==> src/rtl/rrep_pkg.sv <==
package rrep_pkg;
   typedef enum logic [2:0] {
      CMD_DES = 3'd0,
      CMD_MRS = 3'd1,
      CMD_ACT = 3'd2,
      CMD_WR  = 3'd3,
      CMD_WRA = 3'd4
   } rrep_cmd_e;

   typedef enum logic [1:0] {
      ST_IDLE = 2'd0,
      ST_RUN  = 2'd1,
      ST_FIN  = 2'd2
   } rrep_state_e;

   localparam int STEP_W       = 3;
   localparam logic [2:0] STEP_MR4 = 3'd0;
   localparam logic [2:0] STEP_ACT = 3'd5;
   localparam logic [2:0] STEP_WR  = 3'd6;
   localparam int MR4_HARD_BIT = 13;

   // Guard-key pattern for address bits 11:7, indexed by sequence step 1..4.
   function automatic logic [4:0] guard_key(input logic [2:0] step);
      case (step)
         3'd1:    guard_key = 5'b11001;
         3'd2:    guard_key = 5'b01111;
         3'd3:    guard_key = 5'b10111;
         3'd4:    guard_key = 5'b00111;
         default: guard_key = 5'b00000;
      endcase
   endfunction
endpackage

==> src/rtl/rrep_gap_timer.sv <==
module rrep_gap_timer #(
   parameter int CNT_W = 5
) (
   input  logic             clk,
   input  logic             rst_n,
   input  logic             load_i,
   input  logic [CNT_W-1:0] load_val_i,
   output logic             zero_o
);
   logic [CNT_W-1:0] cnt_q;

   always_ff @(posedge clk) begin
      if (!rst_n) begin
         cnt_q <= '0;
      end else if (load_i) begin
         cnt_q <= load_val_i;
      end else if (cnt_q != '0) begin
         cnt_q <= cnt_q - 1'b1;
      end
   end

   assign zero_o = (cnt_q == '0);
endmodule

==> src/rtl/rrep_payload.sv <==
module rrep_payload
   import rrep_pkg::*;
#(
   parameter int ADDR_W   = 18,
   parameter bit KEY_FILL = 1'b0
) (
   input  logic [STEP_W-1:0] step_i,
   input  logic [1:0]        tgt_bg_i,
   input  logic [1:0]        tgt_ba_i,
   input  logic [ADDR_W-1:0] tgt_row_i,
   input  logic              wra_i,
   output logic [2:0]        cmd_o,
   output logic [1:0]        bg_o,
   output logic [1:0]        ba_o,
   output logic [ADDR_W-1:0] addr_o
);
   localparam int HI_LSB = 12;

   logic [ADDR_W-1:0] hi_fill;

   generate
      if (KEY_FILL) begin : g_fill_ones
         assign hi_fill = {ADDR_W{1'b1}} << HI_LSB;
      end else begin : g_fill_zero
         assign hi_fill = '0;
      end
   endgenerate

   always_comb begin
      cmd_o  = CMD_DES;
      bg_o   = 2'b00;
      ba_o   = 2'b00;
      addr_o = '0;
      case (step_i)
         STEP_MR4: begin
            cmd_o                = CMD_MRS;
            bg_o                 = 2'b01;
            addr_o[MR4_HARD_BIT] = 1'b1;
         end
         3'd1, 3'd2, 3'd3, 3'd4: begin
            cmd_o        = CMD_MRS;
            addr_o       = hi_fill;
            addr_o[6:0]  = 7'h7F;
            addr_o[11:7] = guard_key(step_i);
         end
         STEP_ACT: begin
            cmd_o  = CMD_ACT;
            bg_o   = tgt_bg_i;
            ba_o   = tgt_ba_i;
            addr_o = tgt_row_i;
         end
         STEP_WR: begin
            cmd_o = wra_i ? CMD_WRA : CMD_WR;
            bg_o  = tgt_bg_i;
            ba_o  = tgt_ba_i;
         end
         default: ;
      endcase
   end
endmodule

==> src/rtl/rrep_seq.sv <==
module rrep_seq
   import rrep_pkg::*;
#(
   parameter int ADDR_W   = 18,
   parameter int T_MOD    = 24,
   parameter int T_AW     = 16,
   parameter bit KEY_FILL = 1'b0
) (
   input  logic              clk,
   input  logic              rst_n,
   input  logic              start_i,
   input  logic              wra_mode_i,
   input  logic [1:0]        tgt_bg_i,
   input  logic [1:0]        tgt_ba_i,
   input  logic [ADDR_W-1:0] tgt_row_i,
   input  logic              banks_idle_i,
   input  logic              dbi_en_i,
   input  logic              crc_en_i,
   output logic [2:0]        cmd_o,
   output logic [1:0]        bg_o,
   output logic [1:0]        ba_o,
   output logic [ADDR_W-1:0] addr_o,
   output logic              done_o,
   output logic              err_o
);
   localparam int GAP_MAX = (T_MOD > T_AW) ? T_MOD : T_AW;
   localparam int GAP_W   = $clog2(GAP_MAX + 1);

   generate
      if (ADDR_W < 14) begin : g_bad_addr_w
         $error("rrep_seq: ADDR_W must reach bit 13");
      end
      if (T_MOD < 1 || T_AW < 1) begin : g_bad_gap
         $error("rrep_seq: gaps must be at least one cycle");
      end
   endgenerate

   rrep_state_e       state_q;
   logic [STEP_W-1:0] step_q;
   logic [1:0]        bg_t_q, ba_t_q;
   logic [ADDR_W-1:0] row_t_q;
   logic              wra_t_q;

   logic              gap_zero, fire, accept, refuse, tmr_load;
   logic [GAP_W-1:0]  tmr_val;
   logic [2:0]        pl_cmd;
   logic [1:0]        pl_bg, pl_ba;
   logic [ADDR_W-1:0] pl_addr;

   wire pre_ok = banks_idle_i && !dbi_en_i && !crc_en_i;
   assign accept = (state_q == ST_IDLE) && start_i && pre_ok;
   assign refuse = (state_q == ST_IDLE) && start_i && !pre_ok;
   assign fire   = (state_q == ST_RUN) && gap_zero;

   assign tmr_load = accept || fire;
   assign tmr_val  = accept             ? '0 :
                     (step_q == STEP_ACT) ? GAP_W'(T_AW - 1) : GAP_W'(T_MOD - 1);

   rrep_gap_timer #(.CNT_W(GAP_W)) u_gap (
      .clk        (clk),
      .rst_n      (rst_n),
      .load_i     (tmr_load),
      .load_val_i (tmr_val),
      .zero_o     (gap_zero)
   );

   rrep_payload #(.ADDR_W(ADDR_W), .KEY_FILL(KEY_FILL)) u_payload (
      .step_i    (step_q),
      .tgt_bg_i  (bg_t_q),
      .tgt_ba_i  (ba_t_q),
      .tgt_row_i (row_t_q),
      .wra_i     (wra_t_q),
      .cmd_o     (pl_cmd),
      .bg_o      (pl_bg),
      .ba_o      (pl_ba),
      .addr_o    (pl_addr)
   );

   always_ff @(posedge clk) begin
      if (!rst_n) begin
         state_q <= ST_IDLE;
         step_q  <= STEP_MR4;
         bg_t_q  <= '0;
         ba_t_q  <= '0;
         row_t_q <= '0;
         wra_t_q <= 1'b0;
         cmd_o   <= CMD_DES;
         bg_o    <= '0;
         ba_o    <= '0;
         addr_o  <= '0;
         done_o  <= 1'b0;
         err_o   <= 1'b0;
      end else begin
         cmd_o  <= CMD_DES;
         bg_o   <= '0;
         ba_o   <= '0;
         addr_o <= '0;
         done_o <= 1'b0;
         err_o  <= refuse;
         case (state_q)
            ST_IDLE: begin
               if (accept) begin
                  state_q <= ST_RUN;
                  step_q  <= STEP_MR4;
                  bg_t_q  <= tgt_bg_i;
                  ba_t_q  <= tgt_ba_i;
                  row_t_q <= tgt_row_i;
                  wra_t_q <= wra_mode_i;
               end
            end
            ST_RUN: begin
               if (fire) begin
                  cmd_o  <= pl_cmd;
                  bg_o   <= pl_bg;
                  ba_o   <= pl_ba;
                  addr_o <= pl_addr;
                  if (step_q == STEP_WR) begin
                     state_q <= ST_FIN;
                  end else begin
                     step_q <= step_q + 1'b1;
                  end
               end
            end
            ST_FIN: begin
               done_o  <= 1'b1;
               state_q <= ST_IDLE;
            end
            default: state_q <= ST_IDLE;
         endcase
      end
   end
endmodule

==> config.mk <==
export PLATFORM = sky130hd
export DESIGN_NAME = rrep_seq
export DESIGN_NICKNAME = d
export VERILOG_FILES = /design/src/rtl/rrep_pkg.sv /design/src/rtl/rrep_gap_timer.sv /design/src/rtl/rrep_payload.sv /design/src/rtl/rrep_seq.sv
export SDC_FILE = /design/constraint.sdc
export NUM_CORES = 1
export LEC_CHECK = 0
export CAP_MARGIN = 25
export CORE_ASPECT_RATIO = 1.2
export CORE_MARGIN = 4
export CORE_UTILIZATION = 23
export CTS_CLUSTER_DIAMETER = 80
export DETAILED_ROUTE_END_ITERATION = 6
export PLACE_DENSITY = 0.53
export SYNTH_ARGS = -nofsm -noshare
export SYNTH_HDL_FRONTEND = slang
export SYNTH_SLANG_ARGS = --single-unit
==> constraint.sdc <==
create_clock -name clk -period 2.5 [get_ports clk]
set_input_delay 0.5 -clock clk [delete_from_list [all_inputs] [get_ports clk]]
set_output_delay 0.5 -clock clk [all_outputs]
set_load 0.01 [all_outputs]
==> metrics.txt <==
outcome finished clean; fillers roughly 1100; Synth top area share 50.00%; most frequent cells after synthesis 60 x dfxtp_1, 27 x o21ai_0, 24 x nand3_1; Worst-path clk slew around 0.050 ns; footprint of the multi-input gates 1099 sq um; Max FO, Critical Path 11; Syn-to-layout area delta 38.70%; Synth area leaders dfxtp_1 50%, a21boi_0 6.6%, o21ai_0 5.6%; hold_buf cts 0; Slew headroom 52.09%; Post-Place Cells 432; htree depth 3; register area around 1200 sq um; vias per cell between 4 and 5; post-route ant nets 0; Die W 101.3 um; largest net degree at the start of global routing 25; CORE AREA 10110 sq um; layout cell share with drive strength beyond 1 under 10%; most common cell in the netlist dfxtp_1; Max Slew Vio Count 0; Cell Pwr Density 727.2 nW/um^2; Final WS setup roughly 0.65 ns; fmax 0.5417 GHz; die height approximately 120 um; final hold vios 0; yosys warns 0; via count 1998; Final min period 1.846 ns; hold crit path type flop to flop; number of synthesized flops with an enable pin 0; Final period util 73.85%; Sink Count 60; post-CTS setup buffer count 0; # port buffers 55; Die ar. 12150 sq um; RSZ-0062 raised after global routing no; FP Rows 40; Worst Tran Pin Value 0.7186 ns; share of the yosys chip area belonging to registers 50.00%; Synthesized Nets 297; cells after synthesis 262; CP Capture Type flop; CTS buffer count 9; hold_ws approximately 0.47 ns; vias in the first global route 1975; routed wire length 5997 um; non-filler instance count after layout 443; pre-CTS setup slack 0.3614 ns; synthesized cell area 2402 sq um; Peak VDD IR 0.0003710 V; RD Place Congestion 0.8479; Longest Clk Path Bufs 2; io pins between 50 and 60; CTS root buffer clkbuf_16; CP Launch Type flop; Initial Util a little under a quarter; Leak Pwr 1.186 nW; DRC Markers 0; PnR Total Power 2.423 mW; Post-DP HPWL 4342 um; maxcap violations 0; setup tns final 0 ns; Yosys reg bits 60; ys async rst share 0%; clk_skew 0.005901 ns; clock latency on the worst-skew pair 0.32 ns; Total GRT Usage 10.33%; worst path required time 2.76 ns; Unique masters post-synth 40; routed length per instance 13.54 um; CP arrival 2.11 ns; Synth area leader dfxtp_1; Mean Syn Cell Area 9.169 sq um; kind of critical path flop to flop; DRT Pass-1 Iters 4; NumNets Final 352; first-pass GRT wire length between 9000 and 10000 um; global route total overflow 0; initial drt markers 74; initial antenna violation count 0; n_diodes 0; Final setup viols 0; CTS tree yes; top_reg_cell synth dfxtp_1; Resized Gates After CTS 0
per-layer routing:
metal	GRT usage, %	part of all wire, %
met2	15.34	46
met5	0	0
met4	4.738	2.2
met3	3.488	4.9
met1	13.35	47
power breakdown:
part / internal [mW] / switching [mW]
logic: 0.185 / 0.174
clock network: 0.636 / 0.367
registers: 1.00 / 0.0570
critical path: stages (launching register included):
cell and delay [ns]:
dfxtp_1 0.35, inv_1 0.07, ha_1 0.21, nor4b_4 0.45, and3_1 0.48, and3_1 0.23
path summary, 6_finish.rpt:
check	start	endpoint	slack (ns)	depth (start not counted)
setup reg to reg	u_gap.cnt_q[0]	addr_o[17]	0.65	5
setup / recovery	u_gap.cnt_q[0]	addr_o[17]	0.65	5
hold reg to reg	ba_t_q[0]	ba_o[0]	0.47	1
hold / removal	ba_t_q[0]	ba_o[0]	0.47	1
layout make-up:
type                    instances  share of cell area [%]
clock buffers                  10                   6.872
clock inverters                 1                  0.1502
inverters                       6                  0.6759
multi-input cells             176                   32.97
flip-flops and latches         60                   36.05
well taps                     126                   4.731
repair buffers                 64                   18.55
registers in the layout (all words and copies together), names as in the netlist:
signal       flops
addr_o          18
row_t_q         18
u_gap.cnt_q      5
cmd_o            3
step_q           3
ba_o             2
ba_t_q           2
bg_o             2
bg_t_q           2
state_q          2
done_o           1
err_o            1
wra_t_q          1
stage by stage:
stage	cell area (sq um)	util, %
after detailed placement	3098	30.64
after global routing	3332	32.96
final	3332	32.96
after global placement	3098	30.64
after CTS	3332	32.96
after floorplan	2402	-
kinds of logic (layout without fill, tap and decap cells):
group                      Yosys count  in the layout  synth area share [%]
DFF                                 60             60                 50.00
adders and majority gates            6              6                 3.125
AOI/OAI and AO/OA                   81             81                 21.30
and+or+nand+nor                     89             89                 21.30
buffers and inverters               26             81                 4.270
layout by cell type, fill, tap and decap left out, types with 9 or more instances in the layout:
cell and n:
a21boi_0 21, a21oi_1 16, and3_1 10, buf_4 9, clkbuf_16 9, clkdlybuf4s50_1 55
dfxtp_1 60, nand2_1 21, nand3_1 24, o21ai_0 27
(Power assumes the default switching activity.)
